$ cat config.mk
export PLATFORM = sky130hd
export DESIGN_NAME = hb_guard
export DESIGN_NICKNAME = d
export VERILOG_FILES = /design/src/rtl/hbs_pkg.sv /design/src/rtl/hbs_slow_trip.sv /design/src/rtl/hbs_ss_timer.sv /design/src/rtl/hbs_freq_blank.sv /design/src/rtl/hb_guard.sv
export SDC_FILE = /design/constraint.sdc
export NUM_CORES = 1
export LEC_CHECK = 0
export CORE_MARGIN = 1.5
export CORE_UTILIZATION = 35
export CTS_BUF_LIST = sky130_fd_sc_hd__clkbuf_4 sky130_fd_sc_hd__clkbuf_8
export CTS_CLUSTER_DIAMETER = 80
export DETAILED_ROUTE_END_ITERATION = 8
export PLACE_DENSITY = 0.65
export SYNTH_ARGS = -nofsm -noshare
export SYNTH_HDL_FRONTEND = slang
export SYNTH_HIERARCHICAL = 1
export SYNTH_SLANG_ARGS = --single-unit
export TNS_END_PERCENT = 50
$ cat constraint.sdc
create_clock -name clk -period 2 [get_ports clk]
set_clock_uncertainty 0.2 [all_clocks]
set_input_delay 0.4 -clock clk [delete_from_list [all_inputs] [get_ports clk]]
set_output_delay 0.4 -clock clk [all_outputs]
set_load 0.1 [all_outputs]
$ cat src/rtl/hbs_pkg.sv
package hbs_pkg;
  typedef enum logic [1:0] {
    ST_OFF   = 2'd0,
    ST_SOFT  = 2'd1,
    ST_RUN   = 2'd2,
    ST_FAULT = 2'd3
  } hbs_state_e;
endpackage

$ cat src/rtl/hbs_slow_trip.sv
// Consecutive-cycle qualifier for the low-level overcurrent flag.
module hbs_slow_trip #(
  parameter int LIMIT = 8
) (
  input  logic clk,
  input  logic rst_n,
  input  logic clear,
  input  logic cyc_start,
  input  logic oc_slow,
  output logic trip
);
  localparam int CW = (LIMIT > 2) ? $clog2(LIMIT) : 1;

  logic          seen_q;
  logic [CW-1:0] cnt_q;
  logic          seen_now;

  // the strobe edge itself closes the window it belongs to
  assign seen_now = seen_q | oc_slow;
  assign trip     = !clear && cyc_start && seen_now && (cnt_q == CW'(LIMIT - 1));

  always_ff @(posedge clk or negedge rst_n) begin
    if (!rst_n) begin
      seen_q <= 1'b0;
      cnt_q  <= '0;
    end else if (clear) begin
      seen_q <= 1'b0;
      cnt_q  <= '0;
    end else if (cyc_start) begin
      seen_q <= 1'b0;
      if (!seen_now)      cnt_q <= '0;
      else if (!trip)     cnt_q <= cnt_q + 1'b1;
    end else if (oc_slow) begin
      seen_q <= 1'b1;
    end
  end

  // a clean cycle drops the run length to zero
  p_clean_cycle_resets_r7: assert property (@(posedge clk) disable iff (!rst_n)
    (!clear && cyc_start && !oc_slow && !seen_q) |=> (cnt_q == '0));

  // a pulse between strobes is remembered until the strobe
  p_pulse_held_r10: assert property (@(posedge clk) disable iff (!rst_n)
    (!clear && !cyc_start && oc_slow) |=> seen_q || clear);
endmodule

$ cat src/rtl/hbs_ss_timer.sv
// Counts switching cycles of the soft-start interval.
module hbs_ss_timer #(
  parameter int CYCLES = 4096
) (
  input  logic clk,
  input  logic rst_n,
  input  logic run,
  input  logic cyc_start,
  output logic last
);
  localparam int CW = (CYCLES > 2) ? $clog2(CYCLES) : 1;

  logic [CW-1:0] cnt_q;

  assign last = run && cyc_start && (cnt_q == CW'(CYCLES - 1));

  always_ff @(posedge clk or negedge rst_n) begin
    if (!rst_n)            cnt_q <= '0;
    else if (!run || last) cnt_q <= '0;
    else if (cyc_start)    cnt_q <= cnt_q + 1'b1;
  end

  // only strobes advance the interval
  p_count_on_strobe_r2: assert property (@(posedge clk) disable iff (!rst_n)
    (run && !cyc_start) |=> $stable(cnt_q));
endmodule

$ cat src/rtl/hbs_freq_blank.sv
// Whole-cycle gate suppression at the frequency ceiling.
module hbs_freq_blank (
  input  logic clk,
  input  logic rst_n,
  input  logic clear,
  input  logic cyc_start,
  input  logic f_at_max,
  output logic blank
);
  always_ff @(posedge clk or negedge rst_n) begin
    if (!rst_n)         blank <= 1'b0;
    else if (clear)     blank <= 1'b0;
    else if (cyc_start) blank <= f_at_max;
  end

  // the decision only moves on a cycle boundary
  p_blank_whole_cycle_r4: assert property (@(posedge clk) disable iff (!rst_n)
    (!clear && !cyc_start) |=> $stable(blank));
endmodule

$ cat src/rtl/hb_guard.sv
module hb_guard
  import hbs_pkg::*;
#(
  parameter int SLOW_LIMIT = 8,
  parameter int SS_CYCLES  = 4096
) (
  input  logic clk,
  input  logic rst_n,
  input  logic enable,
  input  logic cyc_start,
  input  logic oc_fast,
  input  logic oc_slow,
  input  logic f_at_max,
  output logic gate_en,
  output logic fault_shdn,
  output logic ss_active
);
  hbs_state_e st_q, st_d;
  logic live, slow_trip, ss_last, blank;

  assign live = (st_q == ST_SOFT) || (st_q == ST_RUN);

  hbs_slow_trip #(.LIMIT(SLOW_LIMIT)) u_slow (
    .clk(clk), .rst_n(rst_n), .clear(!live), .cyc_start(cyc_start),
    .oc_slow(oc_slow), .trip(slow_trip));

  hbs_ss_timer #(.CYCLES(SS_CYCLES)) u_ss (
    .clk(clk), .rst_n(rst_n), .run(st_q == ST_SOFT), .cyc_start(cyc_start),
    .last(ss_last));

  hbs_freq_blank u_blank (
    .clk(clk), .rst_n(rst_n), .clear(!live), .cyc_start(cyc_start),
    .f_at_max(f_at_max), .blank(blank));

  always_comb begin
    st_d = st_q;
    unique case (st_q)
      ST_OFF:   if (enable) st_d = ST_SOFT;
      ST_SOFT, ST_RUN: begin
        if (!enable)                    st_d = ST_OFF;
        else if (oc_fast || slow_trip)  st_d = ST_FAULT;
        else if (st_q == ST_SOFT && ss_last) st_d = ST_RUN;
      end
      ST_FAULT: if (!enable) st_d = ST_OFF;
      default:  st_d = ST_OFF;
    endcase
  end

  always_ff @(posedge clk or negedge rst_n) begin
    if (!rst_n) st_q <= ST_OFF;
    else        st_q <= st_d;
  end

  // fast trip bypasses every register on the way to the gates
  assign gate_en    = ((st_q == ST_SOFT) || (st_q == ST_RUN && !blank)) && !oc_fast;
  assign fault_shdn = (st_q == ST_FAULT);
  assign ss_active  = (st_q == ST_SOFT);

  p_off_quiet_r1: assert property (@(posedge clk) disable iff (!rst_n)
    !enable |=> (!fault_shdn && !ss_active && !gate_en));

  p_ss_entry_r2: assert property (@(posedge clk) disable iff (!rst_n)
    (st_q == ST_OFF && enable) |=> (ss_active && !fault_shdn));

  p_fast_trip_r5: assert property (@(posedge clk) disable iff (!rst_n)
    (live && enable && oc_fast) |=> fault_shdn);

  p_slow_trip_r6: assert property (@(posedge clk) disable iff (!rst_n)
    (live && enable && slow_trip) |=> fault_shdn);

  p_fault_latch_r8: assert property (@(posedge clk) disable iff (!rst_n)
    (fault_shdn && enable) |=> fault_shdn);

  p_fault_quiet_r8: assert property (@(posedge clk) disable iff (!rst_n)
    fault_shdn |-> (!gate_en && !ss_active));
endmodule

# After elaboration in Yosys (flattened, before gate mapping)
# Index checks and enable logic that the tools add are counted.
[word_totals]
in_bits = 7
output_inout_bits = 3
register_bits = 19
[classes]
bitwise_logic = 1
n_reduce_logical = 20
n_eq_ne = 11
mux = 17
add_sub_neg = 2
[op_table]
columns = ["op", "n"]
rows = [
  ["$mux W12", 2],
  ["$add A12 B1 Y12 const B", 1],
  ["$eq A12 B12 Y1 const B", 1],
  ["$mux W3", 4],
  ["$mux W2", 5],
  ["$logic_and A1 B1 Y1", 8],
  ["$ne A2 B2 Y1 const B", 3],
  ["$ne A3 B3 Y1 const B", 2],
  ["$pmux W2 S3", 1],
  ["$mux W1", 5],
  ["$eq A2 B2 Y1 const B", 2],
  ["$logic_or A1 B1 Y1", 4],
  ["$ne A4 B4 Y1 const B", 1],
  ["$add A3 B1 Y3 const B", 1],
  ["$eq A3 B3 Y1 const B", 1],
  ["$logic_not A1 Y1", 3],
  ["$reduce_and A3 Y1", 1],
  ["$eq A2 B1 Y1 const B", 1],
  ["$logic_not A2 Y1", 1],
  ["$reduce_and A2 Y1", 1],
  ["$reduce_bool A2 Y1", 1],
  ["$reduce_or A2 Y1", 1],
  ["$or A1 B1 Y1", 1],
]

# Longest topological paths before layout
# Gate-level depths: netlist of run 1.
[logic_depth]
ltp_word = 9
ltp_mapped = 8
ltp_nobuf = 8

# Modules after synthesis
# The synthesis of run 1 kept the hierarchy.
[modules_own_cells]
columns = ["module", "area_per_inst_um2", "n_inst", "cells_per_inst", "seq_area_each_um2"]
rows = [
  ["hbs_ss_timer", 660.6, 1, 67, 300.3],
  ["hb_guard", 239.0, 1, 27, 50.0],
  ["hbs_slow_trip", 200.2, 1, 15, 100.1],
  ["hbs_freq_blank", 38.8, 1, 3, 25.0],
]

# Worst setup path before layout of run 1
# OpenSTA, ideal clock, no wires.
[synth_path]
path_kind = "reg2out"
startpoint = "register st_q[1]"
endpoint = "output gate_en"
setup_slack_ns = -1.383
path_stages_with_launch = 5
arrival_time_ns = 2.783
cell_sequence = "dfrtp_1 -> inv_1 -> ha_1 -> a21oi_1 -> nor2_1"
[synth_between]
word_cells_on_any_way = 5
classes_between = "2 x eq/ne; 3 x reduce/logical"
[synth_rtl]
columns = ["element", "line", "text"]
rows = [
  ["start, declared", "hb_guard.sv:18", "hbs_state_e st_q, st_d;"],
  ["start signal, assigned", "hb_guard.sv:51", "else st_q <= st_d;"],
  ["$eq A2 B1 Y1", "n/a", ""],
  ["named net ss_active", "hb_guard.sv:16", "output logic ss_active"],
  ["$logic_or A1 B1 Y1", "hb_guard.sv:55", "assign gate_en = ((st_q == ST_SOFT) || (st_q == ST_RUN && !blank)) && !oc_fast;"],
  ["$logic_and A1 B1 Y1", "hb_guard.sv:55", ""],
  ["end, declared", "hb_guard.sv:14", "output logic gate_en,"],
]
# The timed path passes the listed nets, and every way through them passes these cells.

# Final worst setup path of run 1
[layout_path]
startpoint = "register st_q[1]"
endpoint = "output gate_en"
[layout_between]
elab_chain_len = 4
word_cells_on_any_way = 5
classes_between = "2 x eq/ne; 3 x reduce/logical"
[layout_lines]
columns = ["element", "line"]
rows = [
  ["$eq A2 B2 Y1", "hb_guard.sv:55"],
  ["$logic_and A1 B1 Y1", "hb_guard.sv:55"],
  ["$logic_or A1 B1 Y1 *", "hb_guard.sv:55"],
  ["$logic_and A1 B1 Y1 *", "hb_guard.sv:55"],
]
# Every way passes the cells marked *; elsewhere a longest branch is shown, timed or not.

==> out/summary.log, run 1 <==
qor: timing.timing_max_transition_violations_final 0
qor: flow_run.maxCapViolCount 0
qor: timing.fin_crit_sh 100%
qor: floorplan.die_height 60.0 um
qor: routing.detail_route.wirelength 2460 um
qor: pwr.pwr_density_cell 1160 nW/um^2
qor: routing.drtAntennaViolNets 0
qor: critical_path.critical-path-slowest-cell sky130_fd_sc_hd__dfrtp_1
qor: pwr.power_leakage 0.661 nW
qor: routing.remaining_drc_errors 0
qor: synthesis.yosys_register_bits 19
qor: floorplan.initial_core_util 37.0%
qor: min_path.path_class_of_the_lowest_slack_min_delay_path input port to asynchronous set/reset pin
qor: layout.fin_nets 157
qor: placement.place_area 1470 um^2
qor: layout.fin_cells 186
qor: clocking.clkLatencyLatePin 0.30 ns
qor: pwr.vdd_ir_drop_max 0.470 mV
qor: placement.place.port_buffers 9
qor: global_routing.grt_usage 15.6%
qor: layout.final_core_util 50.3%
qor: synthesis.ys_top_cells_by_area sky130_fd_sc_hd__dfrtp_1, sky130_fd_sc_hd__ha_1, sky130_fd_sc_hd__nand2_1
qor: critical_path.timing.critical_path.arrival 1.40 ns
qor: timing.timing_worst_slew_pin_value 0.342 ns
qor: routing.route.detailed.vias_per_inst 5.34
qor: clocking.worst_setup_hold_path_clk_slew 0.11 ns
qor: timing.setup_violations 2
qor: global_routing.pin_count_of_the_biggest_net_entering_global_routing 20
qor: synthesis.synthesis.nets 126
qor: timing.timing.fmax 499 MHz
qor: critical_path.path_cells buf_4 -> ha_2 -> a21oi_4 -> nor2_4 -> buf_12
qor: critical_path.critPathKind flip-flop to output pin
qor: layout.layout-area-overhead-vs-synth 35.9%
qor: critical_path.timing.critical_path.required 1.40 ns
qor: synthesis.synth_warnings 6
qor: routing.number_of_detailed_route_iterations_in_the_first_pass 4
qor: critical_path.worst-path-max-fanout 4
qor: synthesis.netlist_area 1140 um^2
qor: synthesis.postSynthCellCount 112
qor: layout.finish.instance_area 1550 um^2
qor: synthesis.synth_edf_count 0
qor: synthesis.post_synth.cell_area_avg 10.2 um^2
qor: layout.num_antenna_cells 0
qor: timing.timing.final.hold_violations 0
qor: clocking.cts.sinks 19
qor: clocking.post_cts_hold_buffer_count 0
qor: placement.place.detailed.hpwl 1900 um
qor: synthesis.synth_async_sr_flop_share 100%
qor: layout.layout-drive-gt1-share 35.2%
qor: synthesis.postSynth.topFlopCell sky130_fd_sc_hd__dfrtp_1
qor: placement.finalWeightedCongestion 0.873
qor: timing.slew_headroom 77.1%
qor: critical_path.start_kind flip-flop
qor: synthesis.synth_largest_type_area_fraction 41.8%
qor: outcome.outcome finished with violations
qor: clocking.cts-htree-levels 1
qor: layout.fill_cells 290
qor: timing.fin_tns_setup -0.00402 ns
qor: synthesis.netlist_top_cells_count sky130_fd_sc_hd__dfrtp_1, sky130_fd_sc_hd__nand2_1, sky130_fd_sc_hd__nor2_1
qor: clocking.tritoncts done
qor: synthesis.synth-seq-area-share 41.8%
qor: timing.rsz_0062_raised_after_global_routing true
qor: clocking.cts_root_buffer sky130_fd_sc_hd__clkbuf_4
qor: floorplan.die_area 3600 um^2
qor: routing.wl_per_cell 13.2 um
qor: routing.dr_total_vias 994
qor: global_routing.antenna_found_initial 0
qor: global_routing.grt_first_pass_wirelength 4240 um
qor: floorplan.dieWidth 60.0 um
qor: synthesis.cell_with_the_most_instances_after_synthesis sky130_fd_sc_hd__dfrtp_1
qor: global_routing.vias_in_the_first_global_route 1005
qor: global_routing.overflow 0
qor: floorplan.io_pins 10
qor: placement.dpl.cell_count 180
qor: timing.hold_ws 0.217 ns
qor: floorplan.num_rows 20
qor: clocking.clock_tree.buffer_depth 2
qor: critical_path.slowest_delay 0.40 ns
qor: synthesis.post-synth-top-area-cell sky130_fd_sc_hd__dfrtp_1
qor: clocking.tritoncts.num_buffers 3
qor: outcome.failed_checks setup timing
qor: synthesis.synth_cell_types 42
qor: floorplan.core_region_area 3080 um^2
qor: timing.setup_slack -0.00281 ns
qor: routing.detail_route.iter0.violations 16
qor: critical_path.crit_path_end_kind output pin
qor: timing.final_critical_path_time_including_i_o_delays_and_setup 2.00 ns
==> path summary, 6_finish.rpt <==
check / start / to / slack [ns] / cells past startpoint
worst max-delay path: st_q[1] / gate_en / -0.003 / 5
worst min-delay path: rst_n / u_ss/cnt_q[4] / 0.22 / 2
worst max register to register: st_q[1] / st_q[0] / -0.003 / 8
worst min register to register: u_slow/cnt_q[2] / u_slow/cnt_q[2] / 0.32 / 1
max in group asynchronous: rst_n / u_ss/cnt_q[0] / 1.17 / 2
min in group clk: u_slow/cnt_q[2] / u_slow/cnt_q[2] / 0.32 / 1
==> per-stage QoR <==
stage	total power, mW	setup WS (ns)
2_1_floorplan	1.17	-0.106
3_3_place_gp	1.52	-0.223
3_5_place_dp	1.54	-0.270
4_1_cts	1.76	-0.0336
5_1_grt	1.92	-0.0970
6_report	1.79	-0.00281
==> placed cells by master (no fill, tap or decap), drive strengths merged, types with 2 or more instances in the layout <==
cell,instances
a21oi,6
a22o,2
buf,22
clkbuf,3
clkdlybuf4s50,5
dfrtp,19
ha,7
inv,6
mux2,3
mux2i,2
nand2,9
nand2b,2
nand3,4
nand4,4
nor2,9
nor3b,2
o21ai,3
o21bai,2
o22ai,3
o31ai,2
or3,3
or4,4
xor2,3
==> layout make-up <==
type / count / area [um^2] / area share, %
clock buffer: 3 / 22.5 / 1.46
clock inverter: 1 / 5.00 / 0.323
inverter: 6 / 22.5 / 1.46
multi-input combinational: 85 / 698 / 45.1
sequential: 19 / 475 / 30.7
tap: 44 / 55.1 / 3.56
timing repair buffer: 28 / 269 / 17.4
==> sequential cells by signal (all words and copies together), names as in the netlist <==
register       flops
u_ss/cnt_q        12
st_q               2
u_slow/seen_q      1
u_blank/blank      1
u_slow/cnt_q       3
==> worst max-delay path: cells and delay by family, from the launching register on <==
kind	cells	cell delay, ns
DFF	1	0.40
buffers and inverters	2	0.32
and+or+nand+nor	1	0.05
adders and majority gates	1	0.19
AOI/OAI and AO/OA	1	0.14
==> power by group <==
part / leakage (nW) / total (mW) / internal [mW] / switching [mW]
sequential: 0.259 / 0.496 / 0.450 / 0.0458
clock: 0.0177 / 0.194 / 0.0746 / 0.120
combinational: 0.385 / 1.10 / 0.522 / 0.582
==> layer usage <==
layer | part of all wire (%) | wire length (um) | track usage [%]
met1 | 44 | 1070 | 18.8
met4 | 0.28 | 7 | 3.81
met2 | 52 | 1280 | 27.2
met3 | 4.1 | 100 | 4.55
met5 | 0 | 0 | 0
==> kinds of logic after synthesis <==
| logic type | after synthesis | share of synthesized area (%) |
|---|---|---|
| simple gates | 43 | 22.4 |
| flops | 19 | 41.8 |
| fa+ha+maj | 7 | 7.69 |
| xor+xnor | 4 | 3.08 |
| compound gates | 26 | 16.4 |
| mux | 5 | 5.05 |
| buf+inv | 8 | 3.63 |
==> what timing repair did <==
| item | in CTS | in global routing |
|---|---|---|
| endpoints found under the setup margin | 4 | 4 |
| resized for setup | 6 | 2 |
| setup buffers | 0 | 2 |
| pin swaps | 3 | 4 |
| cloned | 0 | 0 |
(Power assumes the default switching activity.)
==> run 2, diff against run 1 <==
--- a/config.mk
+++ b/config.mk
@@ -10,6 +10,7 @@
 export CTS_BUF_LIST = sky130_fd_sc_hd__clkbuf_4 sky130_fd_sc_hd__clkbuf_8
 export CTS_CLUSTER_DIAMETER = 80
 export DETAILED_ROUTE_END_ITERATION = 8
+export GPL_TIMING_DRIVEN = 1
 export PLACE_DENSITY = 0.65
 export SYNTH_ARGS = -nofsm -noshare
 export SYNTH_HDL_FRONTEND = slang
==> results of run 2 <==
Final layout, timing and power as in run 1 (identical DEF).
